<file path="config.mk">
export PLATFORM = sky130hd
export DESIGN_NAME = i2cfs_unit
export DESIGN_NICKNAME = d
export VERILOG_FILES = /design/src/rtl/i2cfs_pkg.sv /design/src/rtl/i2cfs_word_fifo.sv /design/src/rtl/i2cfs_fifo_ctl.sv /design/src/rtl/i2cfs_irq_ctrl.sv /design/src/rtl/i2cfs_unit.sv
export SDC_FILE = /design/constraint.sdc
export NUM_CORES = 1
export LEC_CHECK = 0
export BUFFER_PORTS_ARGS = -buffer_cell sky130_fd_sc_hd__buf_2
export CAP_MARGIN = 10
export CORE_UTILIZATION = 60
export DETAILED_ROUTE_END_ITERATION = 8
export PLACE_DENSITY = 0.75
export SLEW_MARGIN = 10
export SYNTH_ARGS = -nofsm -noshare
export SYNTH_HDL_FRONTEND = slang
export SYNTH_SLANG_ARGS = --single-unit
</file>
<file path="constraint.sdc">
create_clock -name clk -period 5.39 [get_ports clk]
set_input_delay 1.078 -clock clk [delete_from_list [all_inputs] [get_ports clk]]
set_output_delay 1.078 -clock clk [all_outputs]
set_load 0.02 [all_outputs]
</file>
<file path="src/rtl/i2cfs_pkg.sv">
package i2cfs_pkg;
  localparam int REG_AW = 3;
  localparam int IRQ_N  = 8;
  localparam int TRIG_W = 3;

  typedef enum logic [REG_AW-1:0] {
    A_TXDATA = 3'd0,
    A_RXDATA = 3'd1,
    A_FCTL   = 3'd2,
    A_FSTAT  = 3'd3,
    A_IMASK  = 3'd4,
    A_ISTAT  = 3'd5
  } reg_addr_e;

  // interrupt bit positions (decoded by software)
  localparam int IB_PKT   = 7;
  localparam int IB_ALL   = 6;
  localparam int IB_TXOVF = 5;
  localparam int IB_RXUDF = 4;
  localparam int IB_NAK   = 3;
  localparam int IB_ARB   = 2;
  localparam int IB_TXREQ = 1;
  localparam int IB_RXREQ = 0;

  // FIFO control field positions
  localparam int CB_TXFL     = 1;
  localparam int CB_RXFL     = 0;
  localparam int TXTRIG_LSB  = 5;
  localparam int RXTRIG_LSB  = 2;
endpackage

</file>
<file path="src/rtl/i2cfs_word_fifo.sv">
module i2cfs_word_fifo #(
  parameter  int DEPTH = 8,
  parameter  int WIDTH = 32,
  localparam int PW    = (DEPTH > 1) ? $clog2(DEPTH) : 1,
  localparam int CW    = $clog2(DEPTH + 1)
) (
  input  logic             clk,
  input  logic             rst_n,
  input  logic             flush,
  input  logic             push,
  input  logic [WIDTH-1:0] push_data,
  input  logic             pop,
  output logic [WIDTH-1:0] head,
  output logic [CW-1:0]    count,
  output logic             full,
  output logic             empty
);
  logic [WIDTH-1:0] mem_q [DEPTH];
  logic [PW-1:0]    wr_q, wr_d, rd_q, rd_d;
  logic [CW-1:0]    cnt_q, cnt_d;
  logic             do_push, do_pop;

  function automatic logic [PW-1:0] ptr_inc(input logic [PW-1:0] p);
    return (p == PW'(DEPTH - 1)) ? '0 : p + 1'b1;
  endfunction

  assign full  = (cnt_q == CW'(DEPTH));
  assign empty = (cnt_q == '0);
  assign count = cnt_q;
  assign head  = mem_q[rd_q];

  // flush has priority over both sides
  assign do_push = push && !full  && !flush;
  assign do_pop  = pop  && !empty && !flush;

  always_comb begin
    wr_d  = wr_q;
    rd_d  = rd_q;
    cnt_d = cnt_q;
    if (flush) begin
      wr_d  = '0;
      rd_d  = '0;
      cnt_d = '0;
    end else begin
      if (do_push) wr_d = ptr_inc(wr_q);
      if (do_pop)  rd_d = ptr_inc(rd_q);
      cnt_d = cnt_q + CW'(do_push) - CW'(do_pop);
    end
  end

  always_ff @(posedge clk or negedge rst_n) begin
    if (!rst_n) begin
      wr_q  <= '0;
      rd_q  <= '0;
      cnt_q <= '0;
    end else begin
      wr_q  <= wr_d;
      rd_q  <= rd_d;
      cnt_q <= cnt_d;
    end
  end

  // storage carries no reset; written only under its enable
  always_ff @(posedge clk) begin
    if (do_push) mem_q[wr_q] <= push_data;
  end
endmodule

</file>
<file path="src/rtl/i2cfs_fifo_ctl.sv">
module i2cfs_fifo_ctl
  import i2cfs_pkg::*;
(
  input  logic              clk,
  input  logic              rst_n,
  input  logic              we,
  input  logic [7:0]        wdata,
  output logic [TRIG_W-1:0] tx_trig,
  output logic [TRIG_W-1:0] rx_trig,
  output logic              tx_flush,
  output logic              rx_flush
);
  logic [TRIG_W-1:0] txt_q, txt_d, rxt_q, rxt_d;
  logic              txf_q, txf_d, rxf_q, rxf_d;

  always_comb begin
    txt_d = txt_q;
    rxt_d = rxt_q;
    // flush request lives one cycle, the FIFO empties in that cycle
    txf_d = 1'b0;
    rxf_d = 1'b0;
    if (we) begin
      txt_d = wdata[TXTRIG_LSB +: TRIG_W];
      rxt_d = wdata[RXTRIG_LSB +: TRIG_W];
      txf_d = wdata[CB_TXFL];
      rxf_d = wdata[CB_RXFL];
    end
  end

  always_ff @(posedge clk or negedge rst_n) begin
    if (!rst_n) begin
      txt_q <= '0;
      rxt_q <= '0;
      txf_q <= 1'b0;
      rxf_q <= 1'b0;
    end else begin
      txt_q <= txt_d;
      rxt_q <= rxt_d;
      txf_q <= txf_d;
      rxf_q <= rxf_d;
    end
  end

  assign tx_trig  = txt_q;
  assign rx_trig  = rxt_q;
  assign tx_flush = txf_q;
  assign rx_flush = rxf_q;
endmodule

</file>
<file path="src/rtl/i2cfs_irq_ctrl.sv">
module i2cfs_irq_ctrl #(
  parameter int NBITS = 8
) (
  input  logic             clk,
  input  logic             rst_n,
  input  logic [NBITS-1:0] set_vec,
  input  logic             clr_en,
  input  logic [NBITS-1:0] clr_vec,
  input  logic             mask_we,
  input  logic [NBITS-1:0] mask_wdata,
  output logic [NBITS-1:0] stat,
  output logic [NBITS-1:0] mask,
  output logic             irq
);
  logic [NBITS-1:0] stat_q, stat_d, mask_q, mask_d;

  always_comb begin
    // a set in the same cycle as a clear wins
    stat_d = (stat_q & ~(clr_en ? clr_vec : '0)) | set_vec;
    mask_d = mask_we ? mask_wdata : mask_q;
  end

  always_ff @(posedge clk or negedge rst_n) begin
    if (!rst_n) begin
      stat_q <= '0;
      mask_q <= '0;
    end else begin
      stat_q <= stat_d;
      mask_q <= mask_d;
    end
  end

  assign stat = stat_q;
  assign mask = mask_q;
  assign irq  = |(stat_q & mask_q);
endmodule

</file>
<file path="src/rtl/i2cfs_unit.sv">
module i2cfs_unit
  import i2cfs_pkg::*;
#(
  parameter int DATA_W     = 32,
  parameter int FIFO_DEPTH = 8
) (
  input  logic              clk,
  input  logic              rst_n,
  input  logic              reg_wr,
  input  logic              reg_rd,
  input  logic [REG_AW-1:0] reg_addr,
  input  logic [DATA_W-1:0] reg_wdata,
  output logic [DATA_W-1:0] reg_rdata,
  input  logic              eng_tx_pop,
  output logic [DATA_W-1:0] eng_tx_data,
  output logic              eng_tx_valid,
  input  logic              eng_rx_push,
  input  logic [DATA_W-1:0] eng_rx_data,
  input  logic              evt_pkt_done,
  input  logic              evt_all_done,
  input  logic              evt_nak,
  input  logic              evt_arb_lost,
  output logic              irq
);
  localparam int CW = $clog2(FIFO_DEPTH + 1);

  logic [CW-1:0]     tx_cnt, rx_cnt, tx_free;
  logic              tx_full, tx_empty, rx_full, rx_empty;
  logic [DATA_W-1:0] rx_head;
  logic [TRIG_W-1:0] tx_trig, rx_trig;
  logic              tx_flush, rx_flush;
  logic [IRQ_N-1:0]  int_stat, int_mask, set_vec;
  logic              tx_push, rx_pop, ctl_we, mask_we, stat_we;
  logic              tx_req, rx_req;

  assign tx_push = reg_wr && (reg_addr == A_TXDATA);
  assign rx_pop  = reg_rd && (reg_addr == A_RXDATA);
  assign ctl_we  = reg_wr && (reg_addr == A_FCTL);
  assign mask_we = reg_wr && (reg_addr == A_IMASK);
  assign stat_we = reg_wr && (reg_addr == A_ISTAT);

  i2cfs_fifo_ctl u_ctl (
    .clk      (clk),
    .rst_n    (rst_n),
    .we       (ctl_we),
    .wdata    (reg_wdata[7:0]),
    .tx_trig  (tx_trig),
    .rx_trig  (rx_trig),
    .tx_flush (tx_flush),
    .rx_flush (rx_flush)
  );

  i2cfs_word_fifo #(.DEPTH(FIFO_DEPTH), .WIDTH(DATA_W)) u_txf (
    .clk       (clk),
    .rst_n     (rst_n),
    .flush     (tx_flush),
    .push      (tx_push),
    .push_data (reg_wdata),
    .pop       (eng_tx_pop),
    .head      (eng_tx_data),
    .count     (tx_cnt),
    .full      (tx_full),
    .empty     (tx_empty)
  );

  i2cfs_word_fifo #(.DEPTH(FIFO_DEPTH), .WIDTH(DATA_W)) u_rxf (
    .clk       (clk),
    .rst_n     (rst_n),
    .flush     (rx_flush),
    .push      (eng_rx_push),
    .push_data (eng_rx_data),
    .pop       (rx_pop),
    .head      (rx_head),
    .count     (rx_cnt),
    .full      (rx_full),
    .empty     (rx_empty)
  );

  assign eng_tx_valid = !tx_empty;
  assign tx_free      = CW'(FIFO_DEPTH) - tx_cnt;
  assign tx_req       = 32'(tx_free) > 32'(tx_trig);
  assign rx_req       = 32'(rx_cnt)  > 32'(rx_trig);

  always_comb begin
    set_vec           = '0;
    set_vec[IB_PKT]   = evt_pkt_done;
    set_vec[IB_ALL]   = evt_all_done;
    set_vec[IB_TXOVF] = tx_push && tx_full;
    set_vec[IB_RXUDF] = rx_pop && rx_empty;
    set_vec[IB_NAK]   = evt_nak;
    set_vec[IB_ARB]   = evt_arb_lost;
    set_vec[IB_TXREQ] = tx_req;
    set_vec[IB_RXREQ] = rx_req;
  end

  i2cfs_irq_ctrl #(.NBITS(IRQ_N)) u_irq (
    .clk        (clk),
    .rst_n      (rst_n),
    .set_vec    (set_vec),
    .clr_en     (stat_we),
    .clr_vec    (reg_wdata[IRQ_N-1:0]),
    .mask_we    (mask_we),
    .mask_wdata (reg_wdata[IRQ_N-1:0]),
    .stat       (int_stat),
    .mask       (int_mask),
    .irq        (irq)
  );

  always_comb begin
    reg_rdata = '0;
    case (reg_addr)
      A_RXDATA: reg_rdata = rx_empty ? '0 : rx_head;
      A_FCTL:   reg_rdata = DATA_W'({tx_trig, rx_trig, tx_flush, rx_flush});
      A_FSTAT:  reg_rdata = DATA_W'({4'(tx_free), 4'(rx_cnt)});
      A_IMASK:  reg_rdata = DATA_W'(int_mask);
      A_ISTAT:  reg_rdata = DATA_W'(int_stat);
      default:  reg_rdata = '0;
    endcase
  end
endmodule

</file>
==> reports/results.ini <==
[timing]
hold_violations = 0
drv_slew = 0
final.setup_skew_ps = 15.3
timing.final.crit_share = 0.798
rsz0062_at_grt = no
fmax_mhz = 233
worst_slack_ps = 1090
fin_hold_ws_ps = 512
slew_headroom = 0.322
worstMarginPinSlew_ps = 1020
fin_crit_ps = 4300
setup-tns-final_ps = 0
finalSetupViolCount = 0

[worst_setup_path]
startpoint_type = flop
crit_family = flip-flops
crit_buf_inv = 2
max_stage_delay_ps = 1020
cp.required_ps = 4310
ff2ff_setup_slack_ps = 2590
arrival_ps = 3220
reg2reg_from = u_rxf.count[2]$_DFF_PN0_
worstPathMaxFanout = 47
crit_path_end_kind = output pin
crit_chain = buf_4 -> mux4_2 -> mux2i_1 -> nor2_1 -> buf_2
reg2regPathDepth = 7
slowest_stage = dfrtp_4
crit_path_start = u_rxf.rd_q[0]$_DFFE_PN0P_
crit_end = reg_rdata[10]
crit_cells = 5
worstSetupPathType = flop to output pin
r2r_end = u_rxf.mem_q[7][17]$_DFFE_PP_

[floorplanning]
fp.dieW_um = 194
die_y_um = 194
core_sq_um = 35800
rows = 69
ioPinCount = 143
start_util = 0.616
die_area_sq_um = 37500

[layout]
final_cell_mix = 512 x edfxtp_1, 142 x buf_2, 125 x mux4_2
fin_util = 0.702
drive_gt1_frac = 0.354
layoutNonFillerInstCount = 1727
layout.nets = 1328
final_common_cell = edfxtp_1
area_growth_pct = 14.1
final_cell_area_sq_um = 25200

[drt]
firstDrtPassIters = 5
drc_errors = 0
avgViaCountPerCell = 6.06
drtIter0Drc = 678
wirelength_um = 42400
detail_route.wl_per_cell_um = 24.5
num_vias = 10470
ant_nets = 0

[yosys]
synth_area_per_cell_sq_um = 21.2
async_flop_share = 0.0791
netlist_area_sq_um = 22100
ys_types = 51
synth_area_leaders = edfxtp_1 70%, mux4_2 13%, dfrtp_1 5.0%
yosysWarnings = 0
synth_edf_count = 512
syn_nets = 1148
synth_cells = 1041
yosysTopAreaCell = edfxtp_1
synth_flop_cell = edfxtp_1
synth_top_area_frac = 0.697
seq_area_frac_synth = 0.747
synth_seq_cells = 556

[global_route]
grt_overflow = 0
grt_max_degree = 52
grt.total_usage = 0.233
grt_pass1_vias = 11024
grt_pass1_wl_um = 65000
antenna_found_initial = 6

[place]
dpl_worst_slack_ps = 1520
finalWeightedCongestion = 0.873
io_buffers = 142
hpwl_um = 25300
dpl.cell_count = 1626
place_area_sq_um = 23400

[hold_path]
hold_path_class = flop to flop

[power_and_ir_drop]
leakage_nw = 8.52
power_density_nw_per_um2 = 489
ir_drop_mv = 0.349
finalPower_mw = 12.3

[clock_network]
clock-sinks = 556
h-tree-depth = 2
post_cts_resized = 0
root_buffer = clkbuf_16
cts_setup_buffers = 0
cts_tree = done
cts_hold_buffers = 0
path_clk_slew_ps = 60
clk_path_buf_depth = 3
clock_latency_ps = 600
cts_buffers = 54

[run]
maxCapViolCount = 0

[status]
status = finished, final reports clean

power by group:
group	switching (mW)	internal [mW]	total [mW]	leakage, nW
Sequential	0.435	5.14	5.58	5.14
Clock	1.57	2.11	3.68	0.850
Combinational	1.54	1.49	3.03	2.53
worst register-to-register path, stage by stage (launching register included):
cell and delay, ps:
dfrtp_1 390, inv_1 100, ha_1 200, inv_1 70
o31ai_2 130, or3b_2 620, nor2_4 510, buf_4 430
flip-flops by register name, indices dropped and copies added, names as in the netlist:
register and cells:
u_rxf.rd_q 3, u_txf.wr_q 3, u_rxf.count 4, u_ctl.tx_trig 3
u_txf.mem_q 256, u_rxf.mem_q 256, u_ctl.rx_flush 1, u_rxf.wr_q 3
u_ctl.rx_trig 3, u_irq.stat 8, u_txf.rd_q 3, u_txf.count 4
u_irq.mask 8, u_ctl.tx_flush 1
final cells by class:
cell class | instances | area [sq um]
diodes | 3 | 7.51
clock buffers | 66 | 1410
clock inverters | 32 | 342
fillers | 2149 | 10700
inverters | 18 | 67.6
multi-input cells | 422 | 5360
flip-flops and latches | 556 | 16500
well taps | 461 | 577
repair buffers | 169 | 913
cells by family (layout without fill, tap and decap cells):
family                   after synthesis  count (layout)  synth area share
flip-flops                           556             556             0.747
multiplexers                         221             221             0.176
AND/OR/NAND/NOR                      122             122            0.0275
buffers and inverters                 63             285            0.0151
AO/OA/AOI/OAI                         43              43            0.0141
adder cells (fa/ha/maj)               30              30            0.0177
XOR/XNOR                               6               6           0.00238
other                                  0               3                 0
Yosys cell counts (2+ instances only):
library cell	n
fa_1	2
xnor2_1	4
a22oi_1	4
nor2_1	52
nor3_1	3
clkbuf_1	15
a221oi_1	4
mux2_2	42
o32ai_1	2
a21o_1	5
mux2i_1	45
or3_1	5
o21ai_1	4
nor2_2	2
and2_1	2
or3b_2	2
nand3_1	5
buf_2	15
dfrtp_1	44
edfxtp_1	512
mux2_1	6
mux4_2	125
inv_1	18
nand2b_1	8
buf_4	7
buf_6	7
a221o_1	2
xor2_1	2
mux4_1	3
o21ai_0	3
a21oi_1	9
o22a_1	4
nor2b_1	10
nand2_1	24
ha_1	28
layer usage:
layer,wire [um],track usage,vias up
met3,2260,0.0435,63
li1,-,-,4628
met1,17200,0.300,5495
met4,812,0.0673,6
met5,35,0,-
met2,22000,0.407,278
worst min path at each step:
stage          slack (ps)                           end                          from  cells after the start
6_report              510       u_irq.stat[6]$_DFF_PN0_       u_irq.stat[6]$_DFF_PN0_                      1
5_1_grt               540  u_ctl.tx_trig[2]$_DFFE_PN0P_  u_ctl.tx_trig[2]$_DFFE_PN0P_                      1
4_1_cts               510       u_irq.stat[6]$_DFF_PN0_       u_irq.stat[6]$_DFF_PN0_                      1
3_5_place_dp          500       u_irq.stat[3]$_DFF_PN0_       u_irq.stat[3]$_DFF_PN0_                      1
3_3_place_gp          470  u_ctl.tx_trig[2]$_DFFE_PN0P_  u_ctl.tx_trig[2]$_DFFE_PN0P_                      1
2_1_floorplan         460  u_ctl.tx_trig[2]$_DFFE_PN0P_  u_ctl.tx_trig[2]$_DFFE_PN0P_                      1
(Power assumes the default switching activity.)
